## config.mk

```make
export PLATFORM = sky130hd
export DESIGN_NAME = opnd_prefetch
export DESIGN_NICKNAME = d
export VERILOG_FILES = /design/src/rtl/opnd_pkg.sv /design/src/rtl/opnd_decode.sv /design/src/rtl/opnd_buffer.sv /design/src/rtl/opnd_refill.sv /design/src/rtl/opnd_prefetch.sv
export SDC_FILE = /design/constraint.sdc
export NUM_CORES = 1
export LEC_CHECK = 0
export BUFFER_PORTS_ARGS = -buffer_cell sky130_fd_sc_hd__buf_2
export CAP_MARGIN = 20
export CORE_ASPECT_RATIO = 0.75
export CORE_MARGIN = 1.5
export CORE_UTILIZATION = 45
export DETAILED_ROUTE_END_ITERATION = 8
export PLACE_DENSITY = 0.74
export SLEW_MARGIN = 40
export SYNTH_ARGS = -nofsm -noshare
export SYNTH_HDL_FRONTEND = slang
export SYNTH_HIERARCHICAL = 1
export SYNTH_SLANG_ARGS = --single-unit
```

## constraint.sdc

```tcl
create_clock -name clk -period 16 [get_ports clk]
set_clock_uncertainty 0.1 [all_clocks]
set_input_delay 2.4 -clock clk [delete_from_list [all_inputs] [get_ports clk]]
set_output_delay 2.4 -clock clk [all_outputs]
set_load 0.1 [all_outputs]
```

## src/rtl/opnd_pkg.sv

```systemverilog
package opnd_pkg;

    localparam int BYTE_W = 8;
    localparam int HALF_W = 16;

    typedef enum logic [1:0] {
        FMT_SBYTE = 2'd0,
        FMT_UBYTE = 2'd1,
        FMT_WORD  = 2'd2,
        FMT_BIG   = 2'd3
    } opnd_fmt_e;

    // Decoded answer for the current request
    typedef struct packed {
        logic              ok;
        logic [HALF_W-1:0] value;
        logic [1:0]        used;
    } opnd_res_t;

    // Tag of a read whose data returns in the current cycle
    typedef struct packed {
        logic vld;
        logic drop_low;
    } rd_tag_t;

    function automatic opnd_res_t decode_operand(
        input opnd_fmt_e          fmt,
        input logic [BYTE_W-1:0]  b0,
        input logic [BYTE_W-1:0]  b1,
        input logic               have1,
        input logic               have2
    );
        opnd_res_t r;
        r = '0;
        unique case (fmt)
            FMT_SBYTE: begin
                r.ok    = have1;
                r.value = {{BYTE_W{b0[BYTE_W-1]}}, b0};
                r.used  = 2'd1;
            end
            FMT_UBYTE: begin
                r.ok    = have1;
                r.value = {{BYTE_W{1'b0}}, b0};
                r.used  = 2'd1;
            end
            FMT_WORD: begin
                r.ok    = have2;
                r.value = {b1, b0};
                r.used  = 2'd2;
            end
            FMT_BIG: begin
                if (!b0[BYTE_W-1]) begin
                    r.ok    = have1;
                    r.value = {{BYTE_W{1'b0}}, b0};
                    r.used  = 2'd1;
                end else begin
                    r.ok    = have2;
                    r.value = {1'b0, b0[BYTE_W-2:0], b1};
                    r.used  = 2'd2;
                end
            end
            default: r = '0;
        endcase
        return r;
    endfunction

    function automatic logic [1:0] arrive_bytes(input rd_tag_t t);
        if (!t.vld)      return 2'd0;
        if (t.drop_low)  return 2'd1;
        return 2'd2;
    endfunction

endpackage

```

## src/rtl/opnd_decode.sv

```systemverilog
module opnd_decode
    import opnd_pkg::*;
#(
    parameter  int BUF_BYTES = 4,
    localparam int CNT_W     = $clog2(BUF_BYTES + 1)
) (
    input  logic [BYTE_W-1:0] head0,
    input  logic [BYTE_W-1:0] head1,
    input  logic [CNT_W-1:0]  fill,
    input  opnd_fmt_e         fmt,
    output opnd_res_t         res
);
    logic have1;
    logic have2;

    assign have1 = (fill >= CNT_W'(1));
    assign have2 = (fill >= CNT_W'(2));

    always_comb begin
        res = decode_operand(fmt, head0, head1, have1, have2);
    end

endmodule

```

## src/rtl/opnd_buffer.sv

```systemverilog
module opnd_buffer
    import opnd_pkg::*;
#(
    parameter  int BUF_BYTES = 4,
    localparam int CNT_W     = $clog2(BUF_BYTES + 1)
) (
    input  logic              clk,
    input  logic              rst,
    input  logic              flush,
    input  logic [1:0]        take_n,
    input  logic [1:0]        add_n,
    input  logic [HALF_W-1:0] add_data,
    output logic [BYTE_W-1:0] head0,
    output logic [BYTE_W-1:0] head1,
    output logic [CNT_W-1:0]  fill
);
    logic [BYTE_W-1:0] lane_q [BUF_BYTES];
    logic [BYTE_W-1:0] lane_d [BUF_BYTES];
    logic [BYTE_W-1:0] ext    [BUF_BYTES + 2];
    logic [CNT_W-1:0]  fill_q;
    logic [CNT_W-1:0]  keep;

    assign keep  = fill_q - CNT_W'(take_n);
    assign fill  = fill_q;
    assign head0 = lane_q[0];
    assign head1 = lane_q[1];

    // Zero-padded view so a shifted index never leaves the array
    for (genvar e = 0; e < BUF_BYTES + 2; e++) begin : g_ext
        if (e < BUF_BYTES) begin : g_real
            assign ext[e] = lane_q[e];
        end else begin : g_pad
            assign ext[e] = '0;
        end
    end

    // Each lane: shift down by the consumed count, then append new bytes
    for (genvar i = 0; i < BUF_BYTES; i++) begin : g_lane
        always_comb begin
            int slot;
            slot = i - int'(keep);
            if (i < int'(keep)) begin
                lane_d[i] = ext[i + int'(take_n)];
            end else if (slot == 0 && add_n != 2'd0) begin
                lane_d[i] = add_data[BYTE_W-1:0];
            end else if (slot == 1 && add_n == 2'd2) begin
                lane_d[i] = add_data[HALF_W-1:BYTE_W];
            end else begin
                lane_d[i] = lane_q[i];
            end
        end
    end

    always_ff @(posedge clk) begin
        if (rst || flush) begin
            fill_q <= '0;
            for (int k = 0; k < BUF_BYTES; k++) lane_q[k] <= '0;
        end else begin
            fill_q <= keep + CNT_W'(add_n);
            for (int k = 0; k < BUF_BYTES; k++) lane_q[k] <= lane_d[k];
        end
    end

endmodule

```

## src/rtl/opnd_refill.sv

```systemverilog
module opnd_refill
    import opnd_pkg::*;
#(
    parameter  int ADDR_W = 16,
    localparam int HW_W   = ADDR_W - 1
) (
    input  logic              clk,
    input  logic              rst,
    input  logic              flush_valid,
    input  logic [ADDR_W-1:0] flush_addr,
    input  logic              room,
    output logic              rd_en,
    output logic [HW_W-1:0]   rd_addr,
    output rd_tag_t           arrive
);
    logic            armed;
    logic            odd_q;
    logic [HW_W-1:0] ptr_q;
    rd_tag_t         tag_q;

    assign rd_en   = armed & ~flush_valid & room;
    assign rd_addr = ptr_q;
    assign arrive  = tag_q;

    always_ff @(posedge clk) begin
        if (rst) begin
            armed <= 1'b0;
            odd_q <= 1'b0;
            ptr_q <= '0;
            tag_q <= '0;
        end else if (flush_valid) begin
            armed <= 1'b1;
            odd_q <= flush_addr[0];
            ptr_q <= flush_addr[ADDR_W-1:1];
            tag_q <= '0;
        end else begin
            tag_q.vld      <= rd_en;
            tag_q.drop_low <= rd_en & odd_q;
            if (rd_en) begin
                ptr_q <= ptr_q + HW_W'(1);
                odd_q <= 1'b0;
            end
        end
    end

endmodule

```

## src/rtl/opnd_prefetch.sv

```systemverilog
module opnd_prefetch
    import opnd_pkg::*;
#(
    parameter  int ADDR_W    = 16,
    parameter  int BUF_BYTES = 4,
    localparam int CNT_W     = $clog2(BUF_BYTES + 1)
) (
    input  logic              clk,
    input  logic              rst,
    input  logic              flush_valid,
    input  logic [ADDR_W-1:0] flush_addr,
    output logic              mem_rd_en,
    output logic [ADDR_W-2:0] mem_rd_addr,
    input  logic [15:0]       mem_rd_data,
    input  logic              req_valid,
    input  logic [1:0]        req_fmt,
    output logic              out_valid,
    input  logic              out_ready,
    output logic [15:0]       out_data
);
    rd_tag_t           arrive;
    logic [1:0]        add_n;
    logic [HALF_W-1:0] add_data;
    logic [1:0]        take_n;
    logic [BYTE_W-1:0] head0;
    logic [BYTE_W-1:0] head1;
    logic [CNT_W-1:0]  fill_cnt;
    logic              room;
    opnd_res_t         res;

    assign add_n    = arrive_bytes(arrive);
    assign add_data = arrive.drop_low ? {{BYTE_W{1'b0}}, mem_rd_data[HALF_W-1:BYTE_W]}
                                      : mem_rd_data;

    // Two free slots after the bytes landing this cycle
    assign room = (int'(fill_cnt) + int'(add_n)) <= (BUF_BYTES - 2);

    assign out_valid = req_valid & res.ok & ~flush_valid;
    assign out_data  = res.value;
    assign take_n    = (out_valid & out_ready) ? res.used : 2'd0;

    opnd_refill #(.ADDR_W(ADDR_W)) u_refill (
        .clk         (clk),
        .rst         (rst),
        .flush_valid (flush_valid),
        .flush_addr  (flush_addr),
        .room        (room),
        .rd_en       (mem_rd_en),
        .rd_addr     (mem_rd_addr),
        .arrive      (arrive)
    );

    opnd_buffer #(.BUF_BYTES(BUF_BYTES)) u_buffer (
        .clk      (clk),
        .rst      (rst),
        .flush    (flush_valid),
        .take_n   (take_n),
        .add_n    (add_n),
        .add_data (add_data),
        .head0    (head0),
        .head1    (head1),
        .fill     (fill_cnt)
    );

    opnd_decode #(.BUF_BYTES(BUF_BYTES)) u_decode (
        .head0 (head0),
        .head1 (head1),
        .fill  (fill_cnt),
        .fmt   (opnd_fmt_e'(req_fmt)),
        .res   (res)
    );

endmodule

```

# Word-level counts from Yosys, hierarchy flattened
# Memories as Yosys holds them, arrays and structs flattened.
# Index checks and enable logic that the tools add are counted.
# totals
output_inout_bits	33
register_bits	22
mem_bits_rw	32
elab_cells	114
in_bits	39
n_memories	1
# classes
bitwise_logic	15
reduce_logical	17
muxes	45
add_sub_neg	11
n_eq_ne	8
order_cmp	11
# mem_list
name	depth	word_bits	read_ports	rd_clocked_by_memory_dff	wr	line	rtl
u_buffer.lane_q	4	8	4	0	4	opnd_buffer.sv:17	logic [BYTE_W-1:0] lane_q [BUF_BYTES];
# ops
op	count
2-to-1 mux 8 bit	24
== test 32 x 2 -> 1 bit (second input constant)	4
>= comparator 32 x 4 -> 1 bit (second input constant)	4
logical NOT 32 bit	4
binary-select mux 8 bit (select 3 bit)	4
inverter 32 bit	3
case mux 19 bit (4 select lines)	1
inverter 2 -> 32 bit	1
2-to-1 mux 15 bit	2
2-to-1 mux 19 bit	1
2-to-1 mux 16 bit	1
adder 15 x 1 -> 15 bit (second input constant)	1
2-to-1 mux 2 bit	5
logical AND 1 bit	8
subtractor 1 x 3 -> 4 bit (first input constant)	2
subtractor 2 x 3 -> 4 bit (first input constant)	2
2-to-1 mux 1 bit	7
adder 2 x 2 -> 3 bit (first input constant)	2
AND 1 bit	6
== test 2 bit (second input constant)	3
< comparator 1 x 3 -> 1 bit (first input constant)	2
< comparator 2 x 3 -> 1 bit (first input constant)	2
adder 3 x 2 -> 4 bit	1
<= comparator 4 x 2 -> 1 bit (second input constant)	1
other kinds (12)	16

# Depth between registers and ports, before layout
# logic_depth
word_depth	15
depth_mapped	20
ltp_nobuf	16

# By module
# Netlist, hierarchy kept.
# by_module_without_submodules
mod	instances	cells_each	area_per_inst_um2	seq_area_each_um2
opnd_buffer	1	329	2909.0	700.7
opnd_refill	1	122	1061.0	380.4
opnd_prefetch	1	34	285.3	0.0
opnd_decode	1	43	282.8	0.0

# Least setup slack after synthesis
# No wires, ideal clock.
# synth_path
kind	input-to-reg
start	in req_fmt[0]
end	mem u_buffer.lane_q[2][0]
required_ns	15.814
arrival_ns	8.017
path_buffers	6
stages	20
slack_ns	7.796
path_cell_list	buf_2 inv_1 o21ai_0 a211o_1 nand2_1 nor2_1 and3_1 buf_1 inv_1 fa_1 clkbuf_1 nor2b_1 buf_2 clkinv_1 ha_1 or4_1 buf_2 and3_1 buf_6 a221oi_2
# synth_lines
item	line	rtl
from (decl)	opnd_prefetch.sv:16	input logic [1:0] req_fmt,
to (decl)	opnd_buffer.sv:17	

==> impl_metrics.env <==
export IMPL_routed_wl_mm=13.5
export IMPL_initial_core_util_pct=46.6
export IMPL_gp_congestion=0.939
export IMPL_synth_area_leaders="dfxtp_1 (24%), mux4_2 (9.4%), a21oi_1 (4.2%), o21ai_0 (3.9%), nand2_1 (3.6%)"
export IMPL_postCtsResizedCells=0
export IMPL_reg2regPathDepth=13
export IMPL_crit_chain="buf_2 -> inv_1 -> o21ai_0 -> a211o_1 -> nand2_1 -> nor2_1 -> and3_1 -> inv_1 -> fa_1 -> nor2b_1 -> clkinv_1 -> ha_1 -> or4_1 -> and3_1 -> a221oi_2"
export IMPL_dp_hpwl_mm=10.0
export IMPL_diodes=0
export IMPL_fin_crit_ns=7.85
export IMPL_grt_pass1_wl_mm=21.1
export IMPL_ir_worst_vdd_mv=0.0363
export IMPL_fin_nets=596
export IMPL_vias=4248
export IMPL_rsz0062_at_grt="false"
export IMPL_ys_flop_type="dfxtp_1"
export IMPL_cts_setup_buffers=0
export IMPL_drc=0
export IMPL_yosys_area_top_type="dfxtp_1"
export IMPL_netlist_instances=528
export IMPL_synth_net_count=579
export IMPL_antenna_found_initial=0
export IMPL_drt_initial_drc_count=536
export IMPL_final_common_cell="buf_2"
export IMPL_port_buffers=71
export IMPL_cts_buffers=5
export IMPL_final_cell_mix="buf_2 (71), dfxtp_1 (54), nand2_1 (44), a21oi_1 (38), o21ai_0 (35)"
export IMPL_ctsHoldBuffers=0
export IMPL_synth_warnings=6
export IMPL_slew_violations=0
export IMPL_drive_above_1_share_pct=27.3
export IMPL_detail_route_wl_per_cell_um=19.9
export IMPL_die_w_um=119
export IMPL_holdCritStartpoint="u_refill/odd_q"
export IMPL_end_kind="register"
export IMPL_timing_rr_end="u_buffer/lane_q[2][2]"
export IMPL_cpPeakStageDelay_ns=1.02
export IMPL_max_freq_mhz=127
export IMPL_ys_seq_area_share_pct=23.8
export IMPL_postSynthAreaPerCell_um2=8.59
export IMPL_cts_max_level=2
export IMPL_first_global_vias=3945
export IMPL_relSlewSlack_pct=42.6
export IMPL_drt_pass1_iterations=5
export IMPL_clk_pin_slew_ns=0.08
export IMPL_area_delta_synth_final_pct=7.91
export IMPL_ant_nets=0
export IMPL_io_pin_count=72
export IMPL_cp_max_fo=18
export IMPL_synth_distinct_cells=52
export IMPL_cts_tree="done"
export IMPL_die_area_um2=10700
export IMPL_numClockSinks=54
export IMPL_synth_top_area_share_pct=23.8
export IMPL_syn_cell_area_um2=4540
export IMPL_clock_latency_ns=0.29
export IMPL_crit_required_ns=16.11
export IMPL_setup_violations=0
export IMPL_hold_viol=0
export IMPL_crit_type="input port to register"
export IMPL_tightest_slew_ns=0.862
export IMPL_clockBufferDepth=2
export IMPL_core_area_um2=9740
export IMPL_ys_ff_latch=54
export IMPL_holdPathEnd="u_refill/arrive[0]"
export IMPL_grt_usage_pct=24.9
export IMPL_viasPerCell=6.27
export IMPL_holdPathStages=1
export IMPL_status="complete, no violations"
export IMPL_grt_overflow=0
export IMPL_rows=31
export IMPL_cts_root_buf="clkbuf_16"
export IMPL_critPathSlowestCell="fa_1"
export IMPL_pwr_density_cell_nw_per_um2=67.6
export IMPL_r2r_slack_ns=10.09
export IMPL_grt_max_degree=53
export IMPL_die_h_um=90.0
export IMPL_ys_async_sr_fraction_pct=0
export IMPL_finalCritPeriodShare_pct=49.1
export IMPL_cp_start_kind="input port"
export IMPL_setup_tns_ns=0
export IMPL_drv_cap=0
export IMPL_whs_ns=0.375
export IMPL_layout_cells_non_filler=678
export IMPL_p_leak_nw=1.78
export IMPL_dp_cells=670
export IMPL_worstPathArrival_ns=7.96
export IMPL_holdCritPathClass="register to register"
export IMPL_synth_edf_count=0
[worst max-delay path, delay by kind of cell]
family	cells	cell delay (ns)
and+or+nand+nor	6	2.44
adders and majority gates	2	1.41
AOI/OAI and AO/OA	3	0.90
buffers and inverters	4	0.80
[kinds of logic (layout without fill, tap and decap cells)]
logic type	after synthesis	in the layout	share of synthesized area [%]
XOR/XNOR	16	16	3.09
adder cells (fa/ha/maj)	12	12	3.80
buffers and inverters	98	116	10.7
AND/OR/NAND/NOR	143	143	17.7
multiplexers	47	47	16.3
AO/OA/AOI/OAI	158	158	24.6
flip-flops	54	54	23.8
[through the flow]
stage                     cell area (µm²)  worst slack (ns)  utilization, %  power, mW
after global routing                 4900              7.74            50.3      0.342
after global placement               4730              8.30            48.6      0.215
after CTS                            4890              8.36            50.3      0.331
after floorplan                      4540              7.80               -      0.201
final                                4900              8.15            50.3      0.331
after detailed placement             4740              8.06            48.7      0.217
[where the power goes]
group | switching [mW] | total (mW) | internal, mW
clock network | 0.0525 | 0.116 | 0.0630
registers | 0.00700 | 0.146 | 0.139
logic | 0.0503 | 0.0697 | 0.0194
total | 0.110 | 0.331 | 0.221
[worst max path at each step]
stage               startpoint               endpoint  slack (ns)  cells after the start
floorplan           req_fmt[0]  u_buffer/lane_q[2][0]        7.80                     20
global placement    req_fmt[0]  u_buffer/lane_q[2][3]        8.30                     15
detailed placement  req_fmt[0]  u_buffer/lane_q[2][2]        8.06                     15
CTS                 req_fmt[0]  u_buffer/lane_q[2][5]        8.36                     15
global route        req_fmt[0]  u_buffer/lane_q[2][2]        7.74                     15
finish              req_fmt[0]  u_buffer/lane_q[2][2]        8.15                     15
[final cells by class]
| class | instances | area (µm²) |
|---|---|---|
| clock buffers | 6 | 139 |
| clock inverters | 2 | 16.3 |
| well taps | 132 | 165 |
| multi-input cells | 376 | 2990 |
| inverters | 34 | 128 |
| fillers | 924 | 4840 |
| flip-flops and latches | 54 | 1080 |
| repair buffers | 74 | 378 |
[layer usage]
layer	part of all wire, %	wire length [µm]	global-route usage, %
met1	44	5900	37.0
met4	1.6	212	5.52
met2	43	5760	37.2
met3	12	1590	5.01
met5	0	0	0
[registers in the layout, indices dropped and copies added (netlist names), named ones only]
name,count
u_buffer/lane_q,27
u_refill/odd_q,1
u_refill/rd_addr,15
u_refill/arrive,2
u_buffer/fill,3
u_refill/armed,1
[cells in the mapped netlist, drive strengths merged, types with 9 or more instances]
library cell / number
mux4: 19
o21ai: 35
nand2: 44
inv: 33
buf: 37
nand3: 12
a21oi: 38
o21a: 10
a211o: 9
mux2i: 12
nor2b: 14
dfxtp: 54
xnor2: 13
mux2: 16
nand4: 24
o31ai: 16
ha: 9
nor2: 16
clkbuf: 27
No activity file was read; power rests on OpenSTA's default activity.
